[src/rtl/dctimer_pkg.sv]
package dctimer_pkg;

  typedef enum logic [1:0] {
    REG_COUNT = 2'd0,
    REG_MAXA  = 2'd1,
    REG_MAXB  = 2'd2,
    REG_CTRL  = 2'd3
  } regSel_e;

  // control word bit positions
  localparam int B_CONT  = 0;
  localparam int B_DUAL  = 1;
  localparam int B_RETRG = 2;
  localparam int B_PRESC = 3;
  localparam int B_EXT   = 4;
  localparam int B_IRQEN = 5;
  localparam int B_PHASE = 6;
  localparam int B_LOCK  = 14;
  localparam int B_RUN   = 15;

  typedef struct packed {
    logic contin;
    logic dual;
    logic retrig;
    logic preSel;
    logic extClk;
    logic irqEn;
  } cfg_t;

  // strobes from control to datapath
  typedef struct packed {
    logic advance;
    logic clearCnt;
    logic loadCnt;
    logic loadA;
    logic loadB;
    logic selB;
  } strobe_t;

endpackage

[src/rtl/dctimer_ctrl.sv]
module dctimer_ctrl
  import dctimer_pkg::*;
#(
  parameter int DATA_W  = 16,
  parameter int FIX_DIV = 4
) (
  input  logic              clk,
  input  logic              rstN,
  input  logic              regWe,
  input  logic [1:0]        regAddr,
  input  logic [DATA_W-1:0] regWdata,
  input  logic              timerIn,
  input  logic              prescaleTick,
  input  logic              hit,
  output strobe_t           stb,
  output cfg_t              cfg,
  output logic              run,
  output logic              phaseB,
  output logic              timerOut,
  output logic              irqPulse,
  output logic [DATA_W-1:0] ctrlRead
);

  localparam int DIV_W = (FIX_DIV > 1) ? $clog2(FIX_DIV) : 1;

  logic [2:0] inPipe;
  logic       inRise;
  logic       fixTick;
  logic       srcTick;
  logic       ctrlWr;
  logic       cycleEnd;
  logic       pulseLow;
  logic       unusedWdata;

  assign unusedWdata = ^{regWdata[B_LOCK-1:B_PHASE], regWdata[DATA_W-1:B_RUN]};

  // two synchroniser flops plus one history flop for edge detection
  assign inRise = inPipe[1] & ~inPipe[2];

  generate
    if (FIX_DIV <= 1) begin : g_noDiv
      assign fixTick = 1'b1;
    end else begin : g_div
      logic [DIV_W-1:0] divCnt;
      always_ff @(posedge clk) begin
        if (!rstN) divCnt <= '0;
        else if (divCnt == DIV_W'(FIX_DIV - 1)) divCnt <= '0;
        else divCnt <= divCnt + 1'b1;
      end
      assign fixTick = (divCnt == DIV_W'(FIX_DIV - 1));
    end
  endgenerate

  assign ctrlWr  = regWe && (regAddr == REG_CTRL);
  assign srcTick = cfg.extClk ? inRise : (cfg.preSel ? prescaleTick : fixTick);

  always_comb begin
    stb.loadCnt  = regWe && (regAddr == REG_COUNT);
    stb.loadA    = regWe && (regAddr == REG_MAXA);
    stb.loadB    = regWe && (regAddr == REG_MAXB);
    stb.clearCnt = !cfg.extClk && cfg.retrig && inRise && !stb.loadCnt;
    stb.advance  = run && srcTick && !stb.loadCnt && !stb.clearCnt;
    stb.selB     = phaseB;
  end

  assign cycleEnd = hit && (!cfg.dual || phaseB);

  always_ff @(posedge clk) begin
    if (!rstN) begin
      inPipe   <= '0;
      cfg      <= '0;
      run      <= 1'b0;
      phaseB   <= 1'b0;
      pulseLow <= 1'b0;
      irqPulse <= 1'b0;
    end else begin
      inPipe   <= {inPipe[1:0], timerIn};
      pulseLow <= hit && !cfg.dual;
      irqPulse <= hit && cfg.irqEn;

      if (ctrlWr) begin
        cfg.contin <= regWdata[B_CONT];
        cfg.dual   <= regWdata[B_DUAL];
        cfg.retrig <= regWdata[B_RETRG];
        cfg.preSel <= regWdata[B_PRESC];
        cfg.extClk <= regWdata[B_EXT];
        cfg.irqEn  <= regWdata[B_IRQEN];
      end

      if (ctrlWr && !regWdata[B_LOCK]) run <= regWdata[B_RUN];
      else if (cycleEnd && !cfg.contin) run <= 1'b0;

      if (ctrlWr) phaseB <= 1'b0;
      else if (!cfg.dual) phaseB <= 1'b0;
      else if (hit) phaseB <= ~phaseB;
    end
  end

  assign timerOut = cfg.dual ? ~phaseB : ~pulseLow;

  always_comb begin
    ctrlRead          = '0;
    ctrlRead[B_CONT]  = cfg.contin;
    ctrlRead[B_DUAL]  = cfg.dual;
    ctrlRead[B_RETRG] = cfg.retrig;
    ctrlRead[B_PRESC] = cfg.preSel;
    ctrlRead[B_EXT]   = cfg.extClk;
    ctrlRead[B_IRQEN] = cfg.irqEn;
    ctrlRead[B_PHASE] = phaseB;
    ctrlRead[B_RUN]   = run;
  end

endmodule

[src/rtl/dctimer_dp.sv]
module dctimer_dp
  import dctimer_pkg::*;
#(
  parameter int DATA_W = 16
) (
  input  logic              clk,
  input  logic              rstN,
  input  strobe_t           stb,
  input  logic [DATA_W-1:0] regWdata,
  output logic              hit,
  output logic [DATA_W-1:0] count,
  output logic [DATA_W-1:0] maxA,
  output logic [DATA_W-1:0] maxB
);

  logic [DATA_W-1:0] cntPlus;
  logic [DATA_W-1:0] target;

  assign cntPlus = count + 1'b1;
  assign target  = stb.selB ? maxB : maxA;
  // a limit of 0 matches when the count wraps, giving 2**DATA_W ticks
  assign hit     = stb.advance && (cntPlus == target);

  always_ff @(posedge clk) begin
    if (!rstN) begin
      count <= '0;
      maxA  <= '0;
      maxB  <= '0;
    end else begin
      if (stb.loadCnt) count <= regWdata;
      else if (stb.clearCnt) count <= '0;
      else if (stb.advance) count <= hit ? '0 : cntPlus;

      if (stb.loadA) maxA <= regWdata;
      if (stb.loadB) maxB <= regWdata;
    end
  end

endmodule

[src/rtl/dctimer.sv]
module dctimer
  import dctimer_pkg::*;
#(
  parameter int DATA_W  = 16,
  parameter int FIX_DIV = 4
) (
  input  logic              clk,
  input  logic              rstN,
  input  logic              regWe,
  input  logic [1:0]        regAddr,
  input  logic [DATA_W-1:0] regWdata,
  output logic [DATA_W-1:0] regRdata,
  input  logic              timerIn,
  input  logic              prescaleTick,
  output logic              timerOut,
  output logic              irqPulse
);

  strobe_t           stb;
  cfg_t              cfg;
  logic              hit;
  logic              run;
  logic              phaseB;
  logic [DATA_W-1:0] count;
  logic [DATA_W-1:0] maxA;
  logic [DATA_W-1:0] maxB;
  logic [DATA_W-1:0] ctrlRead;

  dctimer_ctrl #(.DATA_W(DATA_W), .FIX_DIV(FIX_DIV)) u_ctrl (
    .clk(clk), .rstN(rstN), .regWe(regWe), .regAddr(regAddr),
    .regWdata(regWdata), .timerIn(timerIn), .prescaleTick(prescaleTick),
    .hit(hit), .stb(stb), .cfg(cfg), .run(run), .phaseB(phaseB),
    .timerOut(timerOut), .irqPulse(irqPulse), .ctrlRead(ctrlRead)
  );

  dctimer_dp #(.DATA_W(DATA_W)) u_dp (
    .clk(clk), .rstN(rstN), .stb(stb), .regWdata(regWdata),
    .hit(hit), .count(count), .maxA(maxA), .maxB(maxB)
  );

  always_comb begin
    unique case (regAddr)
      REG_COUNT: regRdata = count;
      REG_MAXA:  regRdata = maxA;
      REG_MAXB:  regRdata = maxB;
      default:   regRdata = ctrlRead;
    endcase
  end

endmodule

[config.mk]
export PLATFORM = sky130hd
export DESIGN_NAME = dctimer
export DESIGN_NICKNAME = d
export VERILOG_FILES = /design/src/rtl/dctimer_pkg.sv /design/src/rtl/dctimer_ctrl.sv /design/src/rtl/dctimer_dp.sv /design/src/rtl/dctimer.sv
export SDC_FILE = /design/constraint.sdc
export NUM_CORES = 1
export LEC_CHECK = 0
export ABC_AREA = 1
export ABC_CLOCK_PERIOD_IN_PS = 1800
export BUFFER_PORTS_ARGS = -buffer_cell sky130_fd_sc_hd__buf_2
export CORE_MARGIN = 10
export CORE_UTILIZATION = 35
export DETAILED_ROUTE_END_ITERATION = 10
export HOLD_SLACK_MARGIN = 0.15
export PLACE_DENSITY = 0.63
export SKIP_LAST_GASP = 1
export SYNTH_ARGS = -nofsm -noshare
export SYNTH_HDL_FRONTEND = slang
export SYNTH_SLANG_ARGS = --single-unit
[constraint.sdc]
create_clock -name clk -period 1.8 [get_ports clk]
set_input_delay 0.18 -clock clk [delete_from_list [all_inputs] [get_ports clk]]
set_output_delay 0.18 -clock clk [all_outputs]
set_load 0.03 [all_outputs]
Word level (Yosys, flattened, before mapping)
Index checks and enable logic that the tools add are counted.

Bits in latches: 0. Memory bits (read-only): 0. Word-level logic and storage cells: 67. Memories: 0. Register bits after elaboration: 63. Output and inout port bits: 18. Bits of input ports: 23. RAM bits: 0.

$mul: 0. Eq/ne operators: 5. Bitwise gates (word level): 6. Magnitude comparators: 0. $add $sub $neg: 2. Div/mod/pow operators: 0. Shift-type cells: 0. Mux-type cells: 11. Reductions and logical operators: 28.

Operators by type and width (number): $mux W16 (5); $pmux W16 S3 (1); $add A16 B1 Y16 const B (1); $eq A16 B16 Y1 (1); $logic_and A1 B1 Y1 (16); $eq A2 B2 Y1 const B (3); $logic_not A1 Y1 (6); $mux W1 (5); $not A1 Y1 (5); $reduce_bool A3 Y1 (1); $reduce_or A3 Y1 (1); $add A2 B1 Y2 const B (1); $eq A2 B1 Y1 const B (1); $logic_not A2 Y1 (1); $reduce_bool A2 Y1 (1); $reduce_or A2 Y1 (1); $and A1 B1 Y1 (1); $logic_or A1 B1 Y1 (1).

Depth between registers and ports, before layout
Word-level depth: 11. Mapped depth: 16.

By module
Synthesis repeated with hierarchy kept, for this count alone.

Cells, all modules: 654. Area, all modules: 4277.9 µm².

Modules (own cells, without submodules): dctimer_dp (area an instance 3001.6 µm², cells each 460, seq. area each 960.9 µm², times used 1); dctimer_ctrl (area an instance 752.0 µm², cells each 100, seq. area each 300.3 µm², times used 1); dctimer (area an instance 524.3 µm², cells each 94, seq. area each 0.0 µm², times used 1).

Least setup slack after synthesis
No wires, ideal clock.

Path kind: register to register. Start point: register u_dp.count[0]. End point: register u_dp.count[13]. Stages on the path, launching flop included: 14. Library setup time: 0.119 ns. Period minus slack after synthesis: 1.914 ns. Setup slack: -0.114 ns. Data required time: 1.681 ns. Data arrival time: 1.794 ns. Cells stage by stage: dfxtp_1 > ha_1 > nand3_1 > nor2_1 > nand2_1 > nand3_1 > nand2_1 > nor2_1 > nand3_2 > nor2_4 > nand2_4 > buf_6 > nand2_1 > a21oi_1.

Word-level cells in the longest chain between the ends: 7.

RTL lines: from (decl) (line dctimer_dp.sv:11) `output logic [DATA_W-1:0] count,`; from (signal assigned) (line dctimer_dp.sv:30) `if (stb.loadCnt) count <= regWdata;`; from (signal assigned) (line dctimer_dp.sv:32) `else if (stb.advance) count <= hit ? '0 : cntPlus;`; $add A16 B1 Y16 * (line dctimer_dp.sv:19) `assign cntPlus = count + 1'b1;`; $eq A16 B16 Y1 (line dctimer_dp.sv:22) `assign hit = stb.advance && (cntPlus == target);`; $logic_and A1 B1 Y1 (line dctimer_dp.sv:22); $mux W16 * (2 in series) (line dctimer_dp.sv:32); $mux W16 * (line dctimer_dp.sv:31) `else if (stb.clearCnt) count <= '0;`; $mux W16 * (line dctimer_dp.sv:30).

Every way passes the cells marked *; elsewhere a longest branch is shown, timed or not. The select of a mux whose other input is x is not followed. A chain may end at the register's enable or synchronous reset.

Worst setup path after layout
Start point: register u_dp.count[1]. End point: register u_dp.count[14].

The elaborated chain is that of the path after synthesis.

==> flow_summary.ini <==
[timing]
final-hold-violation-count = 0
max-slew-margin-rel = 0.709
fin_hold_ws_ns = 0.167
rsz0062_at_grt = yes
fmax_mhz = 483
fin_skew_ns = 0.00824
fin_crit_ns = 2.07
finalCritPeriodShare = 1.15
setup_violations = 20
fin_ws_ns = -0.271
worstMarginPinSlew_ns = 0.436
drv_slew = 0

[flow_run]
drv_cap = 0

[grt]
grt_use_total = 0.174
antenna_found_initial = 0
grt_util_met2 = 0.284
grt_pass1_vias = 4169
grt_max_degree = 61
grtUsageMet3 = 0.0367
grt_util_met1 = 0.216
grt_overflow = 0
grt_pass1_wl_um = 20700
grt.busiest_layer = met2

[synthesis]
synth.area.top_cells = dfxtp_1 (34%), nand2_1 (13%), a21oi_1 (11%), o21ai_0 (10%), inv_1 (8.1%)
synth_top_cell_by_area = dfxtp_1
syn_area_per_cell_um2 = 6.35
yosysWarnings = 0
synth.distinct_cells = 28
syn_area_um2 = 3660
synth-async-reset-ratio = 0
seq_area_frac_synth = 0.345
synth_top_area_share = 0.345
synthFlopType = dfxtp_1
synth-edff-count = 0
ys_ff_latch = 63
synthesis.nets = 601
syn_inst = 576

[floorplanning]
dieWidth_um = 122
start_util = 0.357
fp.coreArea_um2 = 10200
io_pins = 41
fp.dieArea_um2 = 14900
rows = 37
die_height_um = 122

[power_and_ir_drop]
p_leak_nw = 2.17
cellPowerDensity_nw_per_um2 = 745
vdd_drop_max_uv = 376

[cells_and_area]
fin_util = 0.506
n_antenna_cell = 0
layout-drive-gt1-share = 0.299
final_cells = 828
area_delta_synth_final_pct = 41.6
nets = 712
finish.instance_area_um2 = 5180

[clock_tree]
htreeDepth = 3
numCtsBuffers = 9
cts.clk_slew.worst_paths_ns = 0.08
clock-sinks = 63
cts_buffer_depth = 2
clk_latency_ns = 0.37
cts_tree = built
root_buffer = clkbuf_8

[placement]
gp_congestion = 1.00
port_buffers = 40
hpwlAfterDp_um = 9370
dpl_cell_area_um2 = 4430
dp.cells = 788

[worst_setup_path]
cp-start-kind = register
worst-path-max-fanout = 8
cp-end-kind = register
crit_type = register to register
critPathRequiredTime_ns = 2.06
cp.arrival_ns = 2.33

[route]
drt_wl_total_um = 13200
drtIter0Drc = 323
drt_pass1_iterations = 5
num_vias = 4312
drcViolationCount = 0
avgViaCountPerCell = 5.21
wl_per_cell_um = 15.9
drtAntennaViolNets = 0

[hold_path]
hp-class = input port to register

[outcome]
status = complete, but fails checks
violations = negative setup slack
## timing repair
item,CTS,global route
pin swaps,22,16
endpoints found under the setup margin,21,20
gates cloned,2,0
resized for setup,51,28
setup buffers,12,0
hold buffers,11,0
hold endpoints to repair,20,0
## metal layers
metal  wire length, µm  vias to the layer above
li1                  -                     2138
met1              5650                     1998
met2              6310                      140
met3               767                       36
met4               430                        0
met5                 0                        -
## path summary, 6_finish.rpt
path,from,to,slack [ns],cells past startpoint
hold / removal,regWdata[2],u_dp.maxA[2],0.17,3
setup reg to reg,u_dp.count[1],u_dp.count[14],-0.27,15
setup / recovery,u_dp.count[1],u_dp.count[14],-0.27,15
hold reg to reg,u_ctrl.inPipe[0],u_ctrl.inPipe[1],0.42,2
## state kept, by name (all words and copies together), names as in the netlist
name                 count
u_dp.count              16
u_dp.maxA               16
u_dp.maxB               16
u_ctrl.cfg               6
u_ctrl.inPipe            3
u_ctrl.g_div.divCnt      2
u_ctrl.irqPulse          1
u_ctrl.phaseB            1
u_ctrl.pulseLow          1
u_ctrl.run               1
## layout by cell type, fill, tap and decap left out, types with 11 or more instances in the layout
cell / n
a21oi_1: 75
buf_2: 40
buf_4: 66
dfxtp_1: 54
dlygate4sd3_1: 11
inv_1: 79
nand2_1: 104
nand2_2: 22
nand3_1: 21
nand3_2: 12
nand4_1: 11
nor2_1: 21
o21ai_0: 72
## layout make-up
| class | instances | area, µm² |
|---|---|---|
| Fill cell | 985 | 5050 |
| Multi-Input combinational cell | 411 | 2290 |
| Sequential cell | 63 | 1280 |
| Timing Repair Buffer | 123 | 900 |
| Inverter | 79 | 297 |
| Tap cell | 136 | 170 |
| Clock buffer | 10 | 149 |
| Clock inverter | 6 | 88.8 |
## logic make-up (layout without fill, tap and decap cells)
| logic type | after synthesis | in the layout | synth area share |
|---|---|---|---|
| AND/OR/NAND/NOR | 227 | 229 | 0.276 |
| AO/OA/AOI/OAI | 176 | 176 | 0.252 |
| buffers and inverters | 104 | 218 | 0.110 |
| flip-flops | 63 | 63 | 0.345 |
| XOR/XNOR | 4 | 4 | 0.00958 |
| adder cells (fa/ha/maj) | 2 | 2 | 0.00684 |
## synth_stat cells, drive strengths merged, types with 2 or more instances
cell,number
a21oi,80
buf,5
clkbuf,20
dfxtp,63
ha,2
inv,79
nand2,131
nand3,35
nand3b,4
nand4,11
nor2,41
nor3b,2
o21ai,79
o221ai,8
o22ai,8
xnor2,3
## critical path, cell delays in order, from the launching register on
cell,delay [ns]
dfxtp_4,0.40
ha_4,0.18
nand2_4,0.05
nor2_4,0.18
nand3_2,0.11
nand2_2,0.09
nand2_2,0.06
nand2_2,0.07
nand2_2,0.08
nor2_4,0.14
nand2_2,0.08
nor2_4,0.14
buf_12,0.15
nand2_8,0.10
nand2_2,0.09
a21oi_2,0.04
## per-stage QoR
stage          worst slack, ns  power, mW  setup TNS [ns]
2_1_floorplan          0.00159       1.93               0
3_3_place_gp            -0.203       2.21           -3.52
3_5_place_dp            -0.294       2.22           -5.21
4_1_cts                 -0.174       3.84           -2.99
5_1_grt                 -0.340       4.02           -6.33
6_report                -0.271       3.86           -4.99
## report_power, final
group,switching (mW),total (mW),internal [mW]
combinational,0.486,0.827,0.342
clock,0.641,1.51,0.865
sequential,0.0536,1.52,1.47
total,1.18,3.86,2.68
Power figures use the tool's default switching activity.
